<file path="src/rtl/gpio_sense_pkg.sv">
package gpio_sense_pkg;
  localparam int unsigned REG_IDX_W = 3;
  localparam int unsigned IDX_LSB   = 2;

  typedef enum logic [REG_IDX_W-1:0] {
    REG_DATA = 3'd0,
    REG_DIR  = 3'd1,
    REG_EN   = 3'd2,
    REG_SA   = 3'd3,
    REG_SB   = 3'd4,
    REG_SC   = 3'd5,
    REG_STAT = 3'd6
  } reg_idx_e;

  typedef struct packed {
    logic sel_a;
    logic sel_b;
    logic sel_c;
  } sense_cfg_t;
endpackage

</file>
<file path="src/rtl/gpio_sync.sv">
module gpio_sync #(
  parameter int unsigned WIDTH  = 32,
  parameter int unsigned STAGES = 2
) (
  input  logic             clk_i,
  input  logic             rst_ni,
  input  logic [WIDTH-1:0] d_i,
  output logic [WIDTH-1:0] q_o
);
  localparam int unsigned CHAIN_W = WIDTH * STAGES;

  logic [CHAIN_W-1:0] chain_q;

  if (STAGES == 1) begin : g_single
    always_ff @(posedge clk_i or negedge rst_ni) begin
      if (!rst_ni) chain_q <= '0;
      else         chain_q <= d_i;
    end
  end else begin : g_multi
    always_ff @(posedge clk_i or negedge rst_ni) begin
      if (!rst_ni) chain_q <= '0;
      else         chain_q <= {chain_q[CHAIN_W-WIDTH-1:0], d_i};
    end
  end

  assign q_o = chain_q[CHAIN_W-1 -: WIDTH];
endmodule

</file>
<file path="src/rtl/gpio_sense_cell.sv">
module gpio_sense_cell
  import gpio_sense_pkg::*;
(
  input  logic       clk_i,
  input  logic       rst_ni,
  input  logic       smp_i,
  input  logic       is_out_i,
  input  sense_cfg_t cfg_i,
  input  logic       clr_i,
  output logic       status_o
);
  logic prev_q;
  logic st_q;
  logic hit;

  always_comb begin
    if (is_out_i)          hit = 1'b0;
    else if (cfg_i.sel_b)  hit = cfg_i.sel_a ? smp_i : ~smp_i;
    else if (cfg_i.sel_c)  hit = smp_i ^ prev_q;
    else if (cfg_i.sel_a)  hit = smp_i & ~prev_q;
    else                   hit = ~smp_i & prev_q;
  end

  always_ff @(posedge clk_i or negedge rst_ni) begin
    if (!rst_ni) prev_q <= 1'b0;
    else         prev_q <= smp_i;
  end

  // level: clear wins (condition re-asserts next cycle); edge: set wins so no edge is lost
  always_ff @(posedge clk_i or negedge rst_ni) begin
    if (!rst_ni)            st_q <= 1'b0;
    else if (cfg_i.sel_b)   st_q <= clr_i ? 1'b0 : (st_q | hit);
    else if (hit)           st_q <= 1'b1;
    else if (clr_i)         st_q <= 1'b0;
  end

  assign status_o = st_q;
endmodule

</file>
<file path="src/rtl/gpio_sense_bank.sv">
module gpio_sense_bank
  import gpio_sense_pkg::*;
#(
  parameter int unsigned NUM_PINS    = 32,
  parameter int unsigned ADDR_W      = 5,
  parameter int unsigned SYNC_STAGES = 2
) (
  input  logic                clk_i,
  input  logic                rst_ni,
  input  logic                wr_en_i,
  input  logic [ADDR_W-1:0]   addr_i,
  input  logic [NUM_PINS-1:0] wdata_i,
  output logic [NUM_PINS-1:0] rdata_o,
  input  logic [NUM_PINS-1:0] pad_i,
  output logic [NUM_PINS-1:0] pad_o,
  output logic [NUM_PINS-1:0] pad_oe_o,
  output logic                irq_o
);
  localparam int unsigned HI_LSB = IDX_LSB + REG_IDX_W;

  logic [NUM_PINS-1:0] data_q, dir_q, en_q, sa_q, sb_q, sc_q;
  logic [NUM_PINS-1:0] smp, status_q, clr_vec;
  logic                upper_zero, in_map, wr_hit;
  reg_idx_e            idx;

  if (ADDR_W > HI_LSB) begin : g_hi
    assign upper_zero = (addr_i[ADDR_W-1:HI_LSB] == '0);
  end else begin : g_nohi
    assign upper_zero = 1'b1;
  end

  assign idx    = reg_idx_e'(addr_i[IDX_LSB +: REG_IDX_W]);
  assign in_map = upper_zero && (addr_i[IDX_LSB-1:0] == '0);
  assign wr_hit = wr_en_i && in_map;

  always_ff @(posedge clk_i or negedge rst_ni) begin
    if (!rst_ni) begin
      data_q <= '0;
      dir_q  <= '0;
      en_q   <= '0;
      sa_q   <= '0;
      sb_q   <= '0;
      sc_q   <= '0;
    end else if (wr_hit) begin
      case (idx)
        REG_DATA: data_q <= wdata_i;
        REG_DIR:  dir_q  <= wdata_i;
        REG_EN:   en_q   <= wdata_i;
        REG_SA:   sa_q   <= wdata_i;
        REG_SB:   sb_q   <= wdata_i;
        REG_SC:   sc_q   <= wdata_i;
        default: ;
      endcase
    end
  end

  assign clr_vec = (wr_hit && idx == REG_STAT) ? wdata_i : '0;

  gpio_sync #(
    .WIDTH  (NUM_PINS),
    .STAGES (SYNC_STAGES)
  ) u_sync (
    .clk_i  (clk_i),
    .rst_ni (rst_ni),
    .d_i    (pad_i),
    .q_o    (smp)
  );

  for (genvar g = 0; g < NUM_PINS; g++) begin : g_pin
    sense_cfg_t cfg;
    assign cfg = '{sel_a: sa_q[g], sel_b: sb_q[g], sel_c: sc_q[g]};

    gpio_sense_cell u_cell (
      .clk_i    (clk_i),
      .rst_ni   (rst_ni),
      .smp_i    (smp[g]),
      .is_out_i (dir_q[g]),
      .cfg_i    (cfg),
      .clr_i    (clr_vec[g]),
      .status_o (status_q[g])
    );
  end

  always_comb begin
    rdata_o = '0;
    if (in_map) begin
      case (idx)
        REG_DATA: rdata_o = (dir_q & data_q) | (~dir_q & smp);
        REG_DIR:  rdata_o = dir_q;
        REG_EN:   rdata_o = en_q;
        REG_SA:   rdata_o = sa_q;
        REG_SB:   rdata_o = sb_q;
        REG_SC:   rdata_o = sc_q;
        REG_STAT: rdata_o = status_q;
        default:  rdata_o = '0;
      endcase
    end
  end

  assign pad_o    = data_q;
  assign pad_oe_o = dir_q;
  assign irq_o    = |(status_q & en_q);
endmodule

</file>
<file path="config.mk">
export PLATFORM = sky130hd
export DESIGN_NAME = gpio_sense_bank
export DESIGN_NICKNAME = d
export VERILOG_FILES = /design/src/rtl/gpio_sense_pkg.sv /design/src/rtl/gpio_sync.sv /design/src/rtl/gpio_sense_cell.sv /design/src/rtl/gpio_sense_bank.sv
export SDC_FILE = /design/constraint.sdc
export NUM_CORES = 1
export LEC_CHECK = 0
export BUFFER_PORTS_ARGS = -buffer_cell sky130_fd_sc_hd__buf_2
export CAP_MARGIN = 0
export CORE_ASPECT_RATIO = 1.5
export CORE_UTILIZATION = 34
export DETAILED_ROUTE_END_ITERATION = 7
export PLACE_DENSITY = 0.63
export SLEW_MARGIN = 20
export SYNTH_ARGS = -nofsm -noshare
export SYNTH_HDL_FRONTEND = slang
export SYNTH_SLANG_ARGS = --single-unit
</file>
<file path="constraint.sdc">
create_clock -name clk_i -period 1.49 [get_ports clk_i]
set_input_delay 0.149 -clock clk_i [delete_from_list [all_inputs] [get_ports clk_i]]
set_output_delay 0.149 -clock clk_i [all_outputs]
set_load 0.05 [all_outputs]
</file>
==> results.yml <==
synth:
  synth_largest_area_cell: "dfrtp_1"
  synthArstFlopShare: 1.00
  synth.avg_cell_area_um2: 12.5
  synth_most_common_cell: "dfrtp_1"
  ys.flop_type: "dfrtp_1"
  synthCells: 1258
  yosysSeqAreaShare: 0.511
  synth_top_area_share: 0.511
  synth.cells.most_frequent: "dfrtp_1, mux2_2, nand2_1, inv_1, ha_1"
  netlist-cell-type-count: 53
  yosys_register_bits: 320
  synth_nets: 1394
  syn_area_um2: 15700
  synth_area_leaders: "dfrtp_1, mux2_2, ha_1"
  synth_edf_count: 0
  yosys_warnings: 0
critical_path:
  cp-start-kind: "flip-flop"
  worstPathMaxFanout: 2
  crit_type: "reg2out"
  crit_chain: "a22oi_2 > buf_4 > nand4_1 > or4_4 > buf_8"
  cp.required_ns: 1.34
  worst_path_max_delay_cell: "or4_4"
  max_stage_delay_ns: 0.51
  critPathCaptureType: "output port"
  cp.arrival_ns: 2.20
place:
  place_inst: 2198
  hpwl_um: 34000
  place.gp.congestion: 0.860
  dpl_cell_area_um2: 19800
  io_buffer_count: 168
floorplan:
  initial_core_util: 0.344
  dieArea_um2: 47000
  num_io_pins: 169
  die_w_um: 177
  core-area_um2: 45600
  die_h_um: 265
  fp-row-count: 96
timing:
  tns_ns: -18.61
  relSlewSlack: 0.613
  hold_violations: 1
  finalCritPeriodShare: 1.58
  maxSlewViolCount: 0
  max_freq_mhz: 425
  setup_slack_ns: -0.864
  rsz0062_at_grt: "yes"
  worstMarginPinSlew_ns: 0.580
  skew_ns: 0.00974
  holdWs_ns: -0.000612
  period_minus_slack_ns: 2.35
  finalSetupViolCount: 36
global_routing:
  grt_max_degree: 55
  busiest_layer: "met2"
  grt_pass1_wl_um: 74300
  grt_overflow: 0
  grtUsageMet2: 0.367
  grt_pass1_vias: 13100
  grt_usage: 0.207
  use_met1: 0.239
  grtUsageMet3: 0.0277
  antenna_found_initial: 0
clock_tree:
  cts_buffers: 35
  h-tree-depth: 2
  cts_sinks: 320
  clockRootBuffer: "clkbuf_16"
  clk_pin_slew_ns: 0.06
  cts_tree: "yes"
  ctsLongestPathBuffers: 3
  insertion_delay_ns: 0.53
routing:
  routed_wl_um: 47800
  drt_iter0_drc: 691
  drtPass1Iterations: 5
  viasPerCell: 5.18
  antenna_left: 0
  vias: 12100
  wl_per_cell_um: 20.5
  drc_errors: 0
layout:
  final_cell_area_um2: 22300
  fillerInstances: 4098
  syn_to_final_growth_pct: 42.1
  nNetsFinal: 1858
  instances_no_fill: 2332
  drive_above_1_share: 0.503
  diodes: 0
power:
  ir_worst_vdd_uv: 828
  finalPower_mw: 27.3
  power_leakage_nw: 10.3
  cellPowerDensity_nw_per_um2: 1220
status:
  status: "complete, but fails checks"
  violations: "negative hold slack, negative setup slack"
hold_path:
  hold_class: "in2reg"
flow_run:
  maxCapViolations: 0
[critical path: cells and delay by family, from the launching register on]
kind / cells / cell delay [ns]
buf+inv: 2 / 0.35
flops: 1 / 0.40
compound gates: 1 / 0.30
simple gates: 2 / 0.63
[worst paths after layout]
check | to | startpoint | depth (start not counted) | slack [ns]
max | irq_o | en_q[11] | 5 | -0.86
min | sb_q[24] | wdata_i[24] | 2 | -0.0006
max reg2reg | g_pin[9].u_cell.status_o | u_sync.chain_q[41] | 6 | 0
min reg2reg | u_sync.chain_q[51] | u_sync.chain_q[19] | 0 | 0.35
max in group asynchronous | pad_o[31] | rst_ni | 3 | 0.74
min in group asynchronous | pad_o[27] | rst_ni | 2 | 0.10
[power breakdown]
part / total [mW] / internal, mW / switching, mW / leakage, nW
clock network: 8.70 / 5.14 / 3.56 / 0.558
logic: 7.68 / 3.66 / 4.02 / 5.90
registers: 10.9 / 9.89 / 1.01 / 3.84
total: 27.3 / 18.7 / 8.59 / 10.3
[cell type report]
cell class                 instances  area (µm²)  area share
clock buffer                      48         985      0.0442
clock inverter                    11         138     0.00618
inverter                          69         260      0.0117
multi-input combinational        781        7680       0.345
sequential                       320        8030       0.360
tap                              588         736      0.0330
timing repair buffer             515        4450       0.200
[layout by cell type (no fill, tap or decap), drive strengths merged, types with 5 or more instances in the layout]
master         n
nand2         72
o2bb2ai       40
clkbuf        53
o21ai         47
a22oi         31
xor2          32
buf          451
nand3          8
o31ai         32
a222oi         7
nor2          13
mux2         257
nor3b         32
dfrtp        320
a22o           9
a21o           7
inv           70
nor2b          6
dlygate4sd3   59
a221oi         8
a31oi          5
ha            64
mux2i         17
nor3          11
clkinv         7
a21oi         21
o211ai        21
mux4           5
[repair_timing]
item / in CTS / in global routing
hold buffers: 59 / 0
setup endpoints to repair: 46 / 48
hold endpoints to repair: 514 / 0
setup buffers: 17 / 8
resized for setup: 146 / 44
pin swaps: 39 / 30
[cells by family after synthesis]
family	Yosys count	synth area share
AO/OA/AOI/OAI	249	0.115
XOR/XNOR	32	0.0179
adder cells (fa/ha/maj)	64	0.0511
buffers and inverters	157	0.0508
flip-flops	320	0.511
multiplexers	279	0.203
AND/OR/NAND/NOR	157	0.0519
[per-stage QoR]
stage                      util  worst slack [ns]  hold slack [ns]
final                     0.488            -0.864        -0.000612
after global routing      0.488            -0.875           0.0162
after CTS                 0.485            -0.865          0.00433
after detailed placement  0.434            -0.579           0.0551
after global placement    0.434            -0.571           0.0531
after floorplan               -            -0.219           -0.147
[state kept, by name, indices dropped and copies added (netlist names)]
| signal | count |
|---|---|
| en_q | 32 |
| g_pin.u_cell.prev_q | 32 |
| g_pin.u_cell.status_o | 32 |
| pad_o | 32 |
| pad_oe_o | 32 |
| sa_q | 32 |
| sb_q | 32 |
| sc_q | 32 |
| u_sync.chain_q | 64 |
[layer usage]
layer  vias up  share of wire
met5         -              0
met4         0          0.053
met3       126          0.038
met2       317           0.52
met1      6151           0.39
li1       5493              -
Note: power is estimated with default switching activity, not from simulation.
